$ cat src/rtl/otp_seq_pkg.sv
package otp_seq_pkg;
  typedef enum logic [3:0] {
    S_IDLE, S_LOAD, S_SETUP, S_PULSE, S_HOLD, S_RECOV,
    S_READ, S_NEXT, S_FREAD, S_DONE, S_FAIL
  } seq_state_e;
endpackage

$ cat src/rtl/otp_delay_cnt.sv
module otp_delay_cnt #(
  parameter int W = 8
) (
  input  logic         clk_i,
  input  logic         rst_ni,
  input  logic         load_i,
  input  logic [W-1:0] len_i,
  input  logic         step_i,
  output logic         done_o
);
  logic [W-1:0] cnt_q;

  always_ff @(posedge clk_i or negedge rst_ni) begin
    if (!rst_ni)                     cnt_q <= '0;
    else if (load_i)                 cnt_q <= len_i;
    else if (step_i && cnt_q != '0)  cnt_q <= cnt_q - 1'b1;
  end

  assign done_o = (cnt_q == '0);
endmodule

$ cat src/rtl/otp_pulse_budget.sv
module otp_pulse_budget #(
  parameter int MAX_PULSES = 25
) (
  input  logic clk_i,
  input  logic rst_ni,
  input  logic clr_i,
  input  logic inc_i,
  output logic limit_o
);
  localparam int PW = $clog2(MAX_PULSES + 1);
  logic [PW-1:0] used_q;

  always_ff @(posedge clk_i or negedge rst_ni) begin
    if (!rst_ni)     used_q <= '0;
    else if (clr_i)  used_q <= '0;
    else if (inc_i && !limit_o) used_q <= used_q + 1'b1;
  end

  assign limit_o = (used_q >= PW'(MAX_PULSES));
endmodule

$ cat src/rtl/otp_prog_seq.sv
module otp_prog_seq
  import otp_seq_pkg::*;
#(
  parameter int ADDR_W     = 16,
  parameter int DATA_W     = 8,
  parameter int PULSE_US   = 75,
  parameter int SETUP_US   = 2,
  parameter int HOLD_US    = 2,
  parameter int RECOV_US   = 2,
  parameter int MAX_PULSES = 25,
  parameter int ACCESS_CYC = 8
) (
  input  logic              clk_i,
  input  logic              rst_ni,
  input  logic              start_i,
  input  logic              us_tick_i,
  output logic [ADDR_W-1:0] src_addr_o,
  input  logic [DATA_W-1:0] src_data_i,
  output logic [ADDR_W-1:0] mem_addr_o,
  output logic [DATA_W-1:0] mem_wdata_o,
  input  logic [DATA_W-1:0] mem_rdata_i,
  output logic              mem_ce_o,
  output logic              mem_oe_o,
  output logic              mem_vpp_o,
  output logic              mem_pgm_o,
  output logic              done_o,
  output logic              fail_o,
  output logic [ADDR_W-1:0] fail_addr_o
);
  localparam int US_MAX = (PULSE_US > SETUP_US ? PULSE_US : SETUP_US) >
                          (HOLD_US > RECOV_US ? HOLD_US : RECOV_US) ?
                          (PULSE_US > SETUP_US ? PULSE_US : SETUP_US) :
                          (HOLD_US > RECOV_US ? HOLD_US : RECOV_US);
  localparam int US_W  = $clog2(US_MAX + 1);
  localparam int ACC_W = $clog2(ACCESS_CYC + 2);
  localparam logic [ADDR_W-1:0] LAST_ADDR = '1;

  seq_state_e        state_q, state_d;
  logic [ADDR_W-1:0] addr_q, fail_addr_q;
  logic [DATA_W-1:0] tgt_q;
  logic              addr_clr, addr_inc, tgt_ld, fail_set;
  logic              us_load, acc_load, pulse_clr, pulse_inc;
  logic [US_W-1:0]   us_len;
  logic              us_done, acc_done, budget_out;
  logic              is_last;

  assign is_last = (addr_q == LAST_ADDR);

  otp_delay_cnt #(.W(US_W)) u_us_timer (
    .clk_i, .rst_ni, .load_i(us_load), .len_i(us_len),
    .step_i(us_tick_i), .done_o(us_done)
  );

  otp_delay_cnt #(.W(ACC_W)) u_acc_timer (
    .clk_i, .rst_ni, .load_i(acc_load), .len_i(ACC_W'(ACCESS_CYC)),
    .step_i(1'b1), .done_o(acc_done)
  );

  otp_pulse_budget #(.MAX_PULSES(MAX_PULSES)) u_budget (
    .clk_i, .rst_ni, .clr_i(pulse_clr), .inc_i(pulse_inc), .limit_o(budget_out)
  );

  always_comb begin
    state_d   = state_q;
    addr_clr  = 1'b0;
    addr_inc  = 1'b0;
    tgt_ld    = 1'b0;
    fail_set  = 1'b0;
    us_load   = 1'b0;
    us_len    = '0;
    acc_load  = 1'b0;
    pulse_clr = 1'b0;
    pulse_inc = 1'b0;
    unique case (state_q)
      S_IDLE, S_DONE, S_FAIL: if (start_i) begin
        addr_clr = 1'b1;
        state_d  = S_LOAD;
      end
      S_LOAD: begin
        tgt_ld = 1'b1;
        if (&src_data_i) state_d = S_NEXT;  // erased already: skip
        else begin
          pulse_clr = 1'b1;
          us_load   = 1'b1;
          us_len    = US_W'(SETUP_US);
          state_d   = S_SETUP;
        end
      end
      S_SETUP: if (us_done) begin
        us_load = 1'b1;
        us_len  = US_W'(PULSE_US);
        state_d = S_PULSE;
      end
      S_PULSE: if (us_done) begin
        pulse_inc = 1'b1;
        us_load   = 1'b1;
        us_len    = US_W'(HOLD_US);
        state_d   = S_HOLD;
      end
      S_HOLD: if (us_done) begin
        us_load = 1'b1;
        us_len  = US_W'(RECOV_US);
        state_d = S_RECOV;
      end
      S_RECOV: if (us_done) begin
        acc_load = 1'b1;
        state_d  = S_READ;
      end
      S_READ: if (acc_done) begin
        // match takes priority over an exhausted budget
        if (mem_rdata_i == tgt_q) state_d = S_NEXT;
        else if (budget_out) begin
          fail_set = 1'b1;
          state_d  = S_FAIL;
        end else begin
          us_load = 1'b1;
          us_len  = US_W'(SETUP_US);
          state_d = S_SETUP;
        end
      end
      S_NEXT: begin
        if (is_last) begin
          addr_clr = 1'b1;
          acc_load = 1'b1;
          state_d  = S_FREAD;
        end else begin
          addr_inc = 1'b1;
          state_d  = S_LOAD;
        end
      end
      S_FREAD: if (acc_done) begin
        if (mem_rdata_i != src_data_i) begin
          fail_set = 1'b1;
          state_d  = S_FAIL;
        end else if (is_last) state_d = S_DONE;
        else begin
          addr_inc = 1'b1;
          acc_load = 1'b1;
        end
      end
      default: state_d = S_IDLE;
    endcase
  end

  always_ff @(posedge clk_i or negedge rst_ni) begin
    if (!rst_ni) begin
      state_q     <= S_IDLE;
      addr_q      <= '0;
      tgt_q       <= '1;
      fail_addr_q <= '0;
    end else begin
      state_q <= state_d;
      if (addr_clr)      addr_q <= '0;
      else if (addr_inc) addr_q <= addr_q + 1'b1;
      if (tgt_ld)        tgt_q <= src_data_i;
      if (fail_set)      fail_addr_q <= addr_q;
    end
  end

  assign src_addr_o  = addr_q;
  assign mem_addr_o  = addr_q;
  assign mem_wdata_o = tgt_q;
  assign mem_vpp_o   = (state_q == S_SETUP) || (state_q == S_PULSE) || (state_q == S_HOLD);
  assign mem_pgm_o   = (state_q == S_PULSE);
  assign mem_ce_o    = (state_q == S_READ) || (state_q == S_FREAD);
  assign mem_oe_o    = mem_ce_o;
  assign done_o      = (state_q == S_DONE);
  assign fail_o      = (state_q == S_FAIL);
  assign fail_addr_o = fail_addr_q;
endmodule

$ cat config.mk
export PLATFORM = sky130hd
export DESIGN_NAME = otp_prog_seq
export DESIGN_NICKNAME = d
export VERILOG_FILES = /design/src/rtl/otp_seq_pkg.sv /design/src/rtl/otp_delay_cnt.sv /design/src/rtl/otp_pulse_budget.sv /design/src/rtl/otp_prog_seq.sv
export SDC_FILE = /design/constraint.sdc
export NUM_CORES = 1
export LEC_CHECK = 0
export BUFFER_PORTS_ARGS = -buffer_cell sky130_fd_sc_hd__buf_2
export CELL_PAD_IN_SITES_DETAIL_PLACEMENT = 2
export CELL_PAD_IN_SITES_GLOBAL_PLACEMENT = 2
export CORE_ASPECT_RATIO = 0.8
export CORE_MARGIN = 1.5
export CORE_UTILIZATION = 37
export CTS_BUF_LIST = sky130_fd_sc_hd__clkbuf_8
export CTS_CLUSTER_DIAMETER = 40
export DETAILED_ROUTE_END_ITERATION = 16
export PLACE_DENSITY_LB_ADDON = 0.1
export SLEW_MARGIN = 20
export SYNTH_ARGS = -nofsm -noshare
export SYNTH_HDL_FRONTEND = slang
export SYNTH_HIERARCHICAL = 1
export SYNTH_SLANG_ARGS = --single-unit
$ cat constraint.sdc
create_clock -name clk_i -period 4.1 [get_ports clk_i]
set_clock_uncertainty 0.2 [all_clocks]
set_input_delay 0.82 -clock clk_i [delete_from_list [all_inputs] [get_ports clk_i]]
set_output_delay 0.82 -clock clk_i [all_outputs]
set_load 0.005 [all_outputs]
# Yosys cells after proc, flatten, opt, wreduce, memory -nomap -nowiden

Cells that the tools add are included.

Add/sub/neg operators: 4
Order comparisons: 1
Equal/unequal tests: 21
Mux-type cells: 52
Reductions and logical operators: 20

Operators by type and width:

| operator                                         | count |
|---|---|
| 2-to-1 mux 4 bit                                 | 14 |
| one-hot mux 4 bit (9 select lines)               | 1 |
| 2-to-1 mux 16 bit                                | 2 |
| one-hot mux 7 bit (4 select lines)               | 1 |
| 2-to-1 mux 7 bit                                 | 3 |
| 2-to-1 mux 1 bit                                 | 18 |
| adder 16 x 1 -> 16 bit, second input constant    | 1 |
| == test 16 bit, second input constant            | 1 |
| == test 4 x 3 -> 1 bit, second input constant    | 4 |
| AND reduction 8 bit                              | 2 |
| == test 4 bit, second input constant             | 3 |
| 2-to-1 mux 2 bit                                 | 5 |
| 2-to-1 mux 5 bit                                 | 2 |
| == test 4 x 2 -> 1 bit, second input constant    | 2 |
| == test 8 bit                                    | 1 |
| zero test 4 bit                                  | 2 |
| != test 2 x 1 -> 1 bit, second input constant    | 4 |
| != test 8 bit                                    | 1 |
| nonzero test 2 bit                               | 4 |
| zero test 7 bit                                  | 1 |
| nonzero test 7 bit                               | 1 |
| subtractor 7 x 1 -> 7 bit, second input constant | 1 |
| != test 2 bit, second input constant             | 3 |
| one-hot mux 1 bit (2 select lines)               | 3 |
| other kinds (13)                                 | 18 |

Register bits: 60
Logic and storage cells: 105

# Longest topological paths before layout

Gate-level depths: netlist of run 1.

Depth in word-level cells: 7
Mapped depth: 11
Depth with buffers taken out: 10

# By module

Netlist of run 1, hierarchy kept.

Modules (own cells, without submodules):

| module                       | instances | cells an instance | area an instance (µm²) |
|---|---|---|---|
| otp_prog_seq                 | 1         | 271               | 2703.8 |
| otp_delay_cnt at u_us_timer  | 1         | 52                | 461.7 |
| otp_pulse_budget             | 1         | 30                | 287.8 |
| otp_delay_cnt at u_acc_timer | 1         | 27                | 270.3 |

# Worst setup path before layout of run 1

OpenSTA, ideal clock, no wires.

Kind: input port to flip-flop
Start point: input port mem_rdata_i[4]
End point: register fail_addr_q[10], in the netlist fail_addr_o[10]
Library setup time: 0.125 ns
Data arrival time: 2.345 ns
Path slack: 1.430 ns
Stages on the path: 7
Buffers on the path: 1
Path through: xor2_1 > nor4_1 > nand2_1 > and3_1 > a31oi_4 > buf_4 > mux2_2

Word-level cells in the longest chain between the ends: 4
Elaborated cells on any way between the ends: 7
Those cells by class: eq/ne (2); mux (5)

RTL lines:

| what                                           | line                                     | text |
|---|---|---|
| start: declaration                             | otp_prog_seq.sv:21                       | `input logic [DATA_W-1:0] mem_rdata_i,` |
| != test 8 bit or == test 8 bit (tied branches) | otp_prog_seq.sv:132, otp_prog_seq.sv:111 |  |
| 2-to-1 mux 1 bit, on equally long branches     | otp_prog_seq.sv:132, otp_prog_seq.sv:111 |  |
| 2-to-1 mux 1 bit, on equally long branches     | otp_prog_seq.sv:131, otp_prog_seq.sv:109 |  |
| one-hot mux 1 bit (2 select lines) *           | otp_prog_seq.sv:74                       | `unique case (state_q)` |
| end signal: assignment                         | otp_prog_seq.sv:156                      | `if (fail_set) fail_addr_q <= addr_q;` |
| end: declaration                               | otp_prog_seq.sv:39                       | `logic [ADDR_W-1:0] addr_q, fail_addr_q;` |

Every way passes the cells marked *; elsewhere a longest branch is shown, timed or not.
A chain may end at the register's enable or synchronous reset.

# Worst setup path in the final report of run 1

Start point: register u_us_timer.cnt_q[1]
End point: register state_q[0]

Word-level cells in the longest chain between the ends: 3
Elaborated cells on any way between the ends: 6
Those cells by class: eq/ne (4); reduce/logical (2)

RTL lines:

| what                                    | line                | text |
|---|---|---|
| start: declaration                      | otp_delay_cnt.sv:11 | `logic [W-1:0] cnt_q;` |
| start signal: assignment                | otp_delay_cnt.sv:15 | `else if (load_i) cnt_q <= len_i;` |
| start signal: assignment                | otp_delay_cnt.sv:16 | `else if (step_i && cnt_q != '0) cnt_q <= cnt_q - 1'b1;` |
| zero test 7 bit *                       | otp_delay_cnt.sv:19 | `assign done_o = (cnt_q == '0);` |
| named net us_done                       | otp_prog_seq.sv:44  | `logic us_done, acc_done, budget_out;` |
| != test 2 x 1 -> 1 bit (no source line) | n/a                 |  |
| AND reduction 8 bit (no source line) *  | n/a                 |  |
| end signal: assignment                  | otp_prog_seq.sv:152 | `state_q <= state_d;` |
| end: declaration                        | otp_prog_seq.sv:38  | `seq_state_e state_q, state_d;` |

The timed path passes the listed nets; every way through them passes the cells marked *.

==> results of run 1 <==
registers in the layout (all words and copies together), names as in the netlist:
register           count
u_acc_timer/cnt_q      4
mem_wdata_o            8
fail_addr_o           16
u_budget/used_q        5
u_us_timer/cnt_q       7
mem_addr_o            16
state_q                4
power groups by stage:
stage	clock network (mW)	registers (mW)	logic [mW]
2_1_floorplan	0	0.875	0.753
3_3_place_gp	0	0.967	0.907
3_5_place_dp	0	0.975	0.944
4_1_cts	0.571	0.966	0.954
5_1_grt	0.589	0.994	1.06
6_report	0.549	0.965	0.943
cell type report:
type,count,share of cell area [%]
Timing Repair Buffer,85,10.0
Clock inverter,5,1.07
Inverter,12,1.04
Multi-Input combinational cell,283,45.6
Sequential cell,60,34.8
Clock buffer,11,3.49
Tap cell,136,3.92
path summary, 6_finish.rpt:
check                                    startpoint              end  cells past startpoint
worst max-delay path            u_us_timer/cnt_q[1]       state_q[0]                      9
worst min-delay path                fail_addr_o[12]  fail_addr_o[12]                      1
worst max register to register  u_us_timer/cnt_q[1]       state_q[0]                      9
worst min register to register      fail_addr_o[12]  fail_addr_o[12]                      1
max in group asynchronous                    rst_ni   mem_wdata_o[6]                      2
min in group asynchronous                    rst_ni   mem_addr_o[13]                      1
routing by layer:
layer | GRT usage, % | routed length, um | vias to the layer above
met5 | 0 | 0 | -
met4 | 6.07 | 141 | 0
met3 | 4.32 | 347 | 13
met2 | 34.3 | 4850 | 62
met1 | 29.0 | 5140 | 1588
li1 | - | - | 1509
metrics by stage:
step                      setup slack (ns)  power, mW  instance area [um2]  hold slack (ns)
final                                 1.03       2.46                 4340            0.300
after floorplan                       1.43       1.63                 3760            0.289
after global routing                 0.744       2.65                 4340            0.318
after global placement                1.02       1.87                 4130            0.277
after detailed placement             0.950       1.92                 4130            0.290
after CTS                             1.03       2.49                 4330            0.306
cells in the mapped netlist (all sizes together), types with 3 or more instances:
library cell  instances
dfrtp                52
nand2                32
nor2                 30
buf                  27
mux2                 26
a21oi                15
nor3                 15
inv                  12
o21ai                11
nand4                10
xnor2                10
nand3                 9
xor2                  9
dfstp                 8
clkbuf                7
nand2b                7
nor3b                 7
nor4                  7
nor2b                 6
o31ai                 6
a211o                 5
ha                    5
or4                   5
a311o                 4
o211ai                4
a32o                  3
and3                  3
o21a                  3
o22ai                 3
logic make-up (layout without fill, tap and decap cells):
logic type	Yosys count	count (layout)	share of synthesized area, %
mux	26	26	7.86
flops	60	60	40.6
buf+inv	46	113	7.36
compound gates	78	78	16.3
simple gates	144	144	21.6
other cells	2	11	0.202
fa+ha+maj	5	5	1.68
xor+xnor	19	19	4.47
worst max-delay path, stage by stage (launching register included):
cell	delay (ns)
dfrtp_1	0.41
inv_1	0.11
ha_1	0.28
or3b_2	0.51
nor2_1	0.26
o21ai_0	0.14
o22ai_1	0.24
o21ai_0	0.26
a311o_1	0.35
a22o_1	0.18
==> flow_metrics.env, run 1 <==
export IMPL_worstSetupPathType="flop to flop"
export IMPL_slew_limit_headroom_pct=39.2
export IMPL_synth_top_area_cell="dfrtp_1"
export IMPL_core_rowCount=32
export IMPL_routed_wl_mm=10.5
export IMPL_ir_worst_vdd_uv=251
export IMPL_dp_cells=576
export IMPL_synth_distinct_cells=74
export IMPL_ctsHoldBuffers=0
export IMPL_synth_top_area_share_pct=34.9
export IMPL_drv_slew=0
export IMPL_syn_avg_cell_area_um2=9.80
export IMPL_grt_max_degree=39
export IMPL_diodes=0
export IMPL_dp_hpwl_mm=7.68
export IMPL_drt_iter0_drc=115
export IMPL_cts_tree="yes"
export IMPL_synth_edf_count=0
export IMPL_n_fill_cell=1096
export IMPL_crit_fanout=7
export IMPL_p_sw_uw=981
export IMPL_pwr_share_seq_pct=39.3
export IMPL_drc_errors=0
export IMPL_wire_per_inst_um=17.7
export IMPL_critPathArrivalTime_ns=3.10
export IMPL_die_area_um2=10700
export IMPL_multi_input_area_um2=1980
export IMPL_worstMarginPinSlew_ns=0.911
export IMPL_synthTopCellsByArea="dfrtp_1, mux2_2, dfstp_2"
export IMPL_crit_path_end_kind="flop"
export IMPL_ys_flop_type="dfrtp_1"
export IMPL_period_minus_slack_ns=3.07
export IMPL_cts_sinks=60
export IMPL_final_setup_viol_count=0
export IMPL_synthArstFlopShare_pct=100
export IMPL_num_vias=3172
export IMPL_crit_path_start_kind="flop"
export IMPL_cts_buffers=9
export IMPL_htreeDepth=3
export IMPL_layout_nets=476
export IMPL_core_area_um2=9730
export IMPL_cellPowerDensity_nw_per_um2=566
export IMPL_final_util_pct=44.6
export IMPL_place_congestion=0.770
export IMPL_switching_share_pct=39.9
export IMPL_yosys_warnings=6
export IMPL_drv_cap=0
export IMPL_cts_resized=0
export IMPL_yosysSeqAreaShare_pct=40.6
export IMPL_rrSetupSlack_ns=1.03
export IMPL_comb_power_share_pct=38.4
export IMPL_period_share_pct=74.8
export IMPL_io_pins=82
export IMPL_clk_insertion_delay_late_ns=0.35
export IMPL_final_cells=592
export IMPL_portBuffers=81
export IMPL_die_w_um=115
export IMPL_internal_power_mw=1.48
export IMPL_die_y_um=92.7
export IMPL_syn_to_final_growth_pct=16.5
export IMPL_crit_required_ns=4.13
export IMPL_syn_inst=380
export IMPL_status="finished clean"
export IMPL_rsz0062_at_grt="no"
export IMPL_clock_power_share_pct=22.4
export IMPL_drive_gt1_share_pct=32.0
export IMPL_antenna_found_initial=0
export IMPL_grt_pass1_wl_mm=17.6
export IMPL_start_util_pct=38.3
export IMPL_firstDrtPassIters=4
export IMPL_grt_pass1_vias=3343
export IMPL_viasPerCell=5.36
export IMPL_ff_latch_area_um2=1510
export IMPL_hp_class="flop to flop"
export IMPL_cts_max_path_buffers=2
export IMPL_postRouteAntennaNets=0
export IMPL_cts_root_buf="clkbuf_8"
export IMPL_mostFrequentLayoutCell="buf_2"
export IMPL_finalHoldViolCount=0
export IMPL_track_usage_pct=21.3
export IMPL_final_cell_mix="buf_2, dfrtp_1, nand2_1, nor2_1, mux2_2"
export IMPL_grt_ovfl_total=0
export IMPL_final_setup_tns_ns=0
export IMPL_p_leak_nw=2.09
export IMPL_fmax_ghz=0.326
export IMPL_synth_seq_cells=60
export IMPL_path_clk_slew_ns=0.07
export IMPL_post_cts_buffers=0
export IMPL_syn_area_um2=3720
Note: power is estimated with default switching activity, not from simulation.
==> run 2, diff against run 1 <==
CORE_UTILIZATION = 35   (was 37)
clock period = 2.95 ns   (was 4.1 ns; I/O delays follow)
==> flow_metrics.env, run 2 (synthesis gave the netlist of run 1 again) <==
export IMPL_core_area_um2=10300
export IMPL_num_vias=3268
export IMPL_wire_per_inst_um=17.2
export IMPL_layout_nets=493
export IMPL_rsz0062_at_grt="no"
export IMPL_period_share_pct=93.0
export IMPL_ff2ff_path_depth=9
export IMPL_syn_to_final_growth_pct=19.9
export IMPL_rrSetupSlack_ns=0.21
export IMPL_grt_ovfl_total=0
export IMPL_grt_pass1_wl_mm=17.5
export IMPL_start_util_pct=36.2
export IMPL_place_congestion=0.781
export IMPL_slew_limit_headroom_pct=40.4
export IMPL_die_area_um2=11300
export IMPL_cts_resized=0
export IMPL_cts_buffers=9
export IMPL_drive_gt1_share_pct=34.9
export IMPL_ctsHoldBuffers=0
export IMPL_grt_max_degree=37
export IMPL_crit_fanout=6
export IMPL_core_rowCount=33
export IMPL_finalHoldViolCount=0
export IMPL_postRouteAntennaNets=0
export IMPL_worstMarginPinSlew_ns=0.893
export IMPL_mostFrequentLayoutCell="buf_2"
export IMPL_worstSetupPathType="flop to flop"
export IMPL_cts_root_buf="clkbuf_8"
export IMPL_path_clk_slew_ns=0.07
export IMPL_dp_hpwl_mm=8.00
export IMPL_post_cts_buffers=0
export IMPL_final_setup_tns_ns=0
export IMPL_period_minus_slack_ns=2.74
export IMPL_grt_pass1_vias=3397
export IMPL_htreeDepth=3
export IMPL_die_y_um=95.3
export IMPL_routed_wl_mm=10.6
export IMPL_p_leak_nw=2.16
export IMPL_firstDrtPassIters=4
export IMPL_status="finished clean"
export IMPL_drt_iter0_drc=97
export IMPL_portBuffers=81
export IMPL_crit_required_ns=2.99
export IMPL_crit_reg2reg_launch="u_us_timer/cnt_q[0]"
export IMPL_final_cell_mix="buf_2, dfrtp_1, nand2_1, nor2_1, mux2_2"
export IMPL_track_usage_pct=19.7
export IMPL_drv_slew=0
export IMPL_cts_sinks=60
export IMPL_viasPerCell=5.33
export IMPL_reg2reg_to="state_q[0]"
export IMPL_cts_max_path_buffers=2
export IMPL_dp_cells=597
export IMPL_clk_insertion_delay_late_ns=0.34
export IMPL_final_util_pct=43.4
export IMPL_final_setup_viol_count=0
export IMPL_multi_input_area_um2=1970
export IMPL_io_pins=82
export IMPL_crit_path_start_kind="flop"
export IMPL_drc_errors=0
export IMPL_n_fill_cell=1140
export IMPL_final_area_um2=4460
export IMPL_ff_latch_area_um2=1510
export IMPL_critPathArrivalTime_ns=2.78
export IMPL_place_area_um2=4290
export IMPL_final_cells=613
export IMPL_drv_cap=0
export IMPL_cellPowerDensity_nw_per_um2=768
export IMPL_ir_worst_vdd_uv=293
export IMPL_cts_tree="yes"
export IMPL_hp_class="input port to asynchronous set/reset pin"
export IMPL_antenna_found_initial=0
export IMPL_fmax_ghz=0.364
export IMPL_crit_path_end_kind="flop"
export IMPL_die_w_um=118
export IMPL_diodes=0
run 2: power breakdown:
part	leakage (nW)	total (mW)	internal, mW	switching (mW)
registers	0.784	1.26	1.04	0.216
logic	1.29	1.51	0.679	0.834
clock network	0.0907	0.657	0.318	0.339
total	2.16	3.43	2.04	1.39
run 2: how the worst max path moves through the flow:
stage	startpoint	endpoint
after CTS	u_us_timer/cnt_q[0]	state_q[0]
after global routing	u_acc_timer/cnt_q[0]	state_q[1]
final	u_us_timer/cnt_q[0]	state_q[0]
after detailed placement	u_us_timer/cnt_q[0]	state_q[0]
after global placement	u_us_timer/cnt_q[0]	state_q[0]
after floorplan	u_us_timer/cnt_q[1]	state_q[0]
run 2: cell type report:
type	instances	share of cell area (%)
sequential	60	33.9
clock inverter	6	0.729
inverter	12	1.01
clock buffer	10	3.08
timing repair buffer	102	13.2
multi-input combinational	283	44.2
tap	140	3.92
run 2: critical path, stage by stage, from the launching register on:
cell and delay, ns:
dfrtp_1 0.42, inv_1 0.11, ha_1 0.17, or3b_2 0.49, nor2_2 0.20, o21ai_0 0.12, o22ai_1 0.18, o21ai_0 0.24
a311o_1 0.34, a22o_1 0.18
run 2: routing by layer:
metal	wire length, um	GRT usage, %	share of wire (%)
met3	368	4.25	3.5
met5	0	0	0
met1	5020	25.5	48
met4	99	5.69	0.94
met2	5070	33.6	48
run 2: metrics by stage:
step           hold slack, ns  power [mW]  setup slack, ns
6_report               0.0565        3.43            0.206
2_1_floorplan          0.0944        2.26            0.359
5_1_grt                0.0750        3.70          0.00196
4_1_cts                0.0609        3.48            0.107
3_5_place_dp            0.280        2.79            0.112
3_3_place_gp            0.271        2.73            0.220
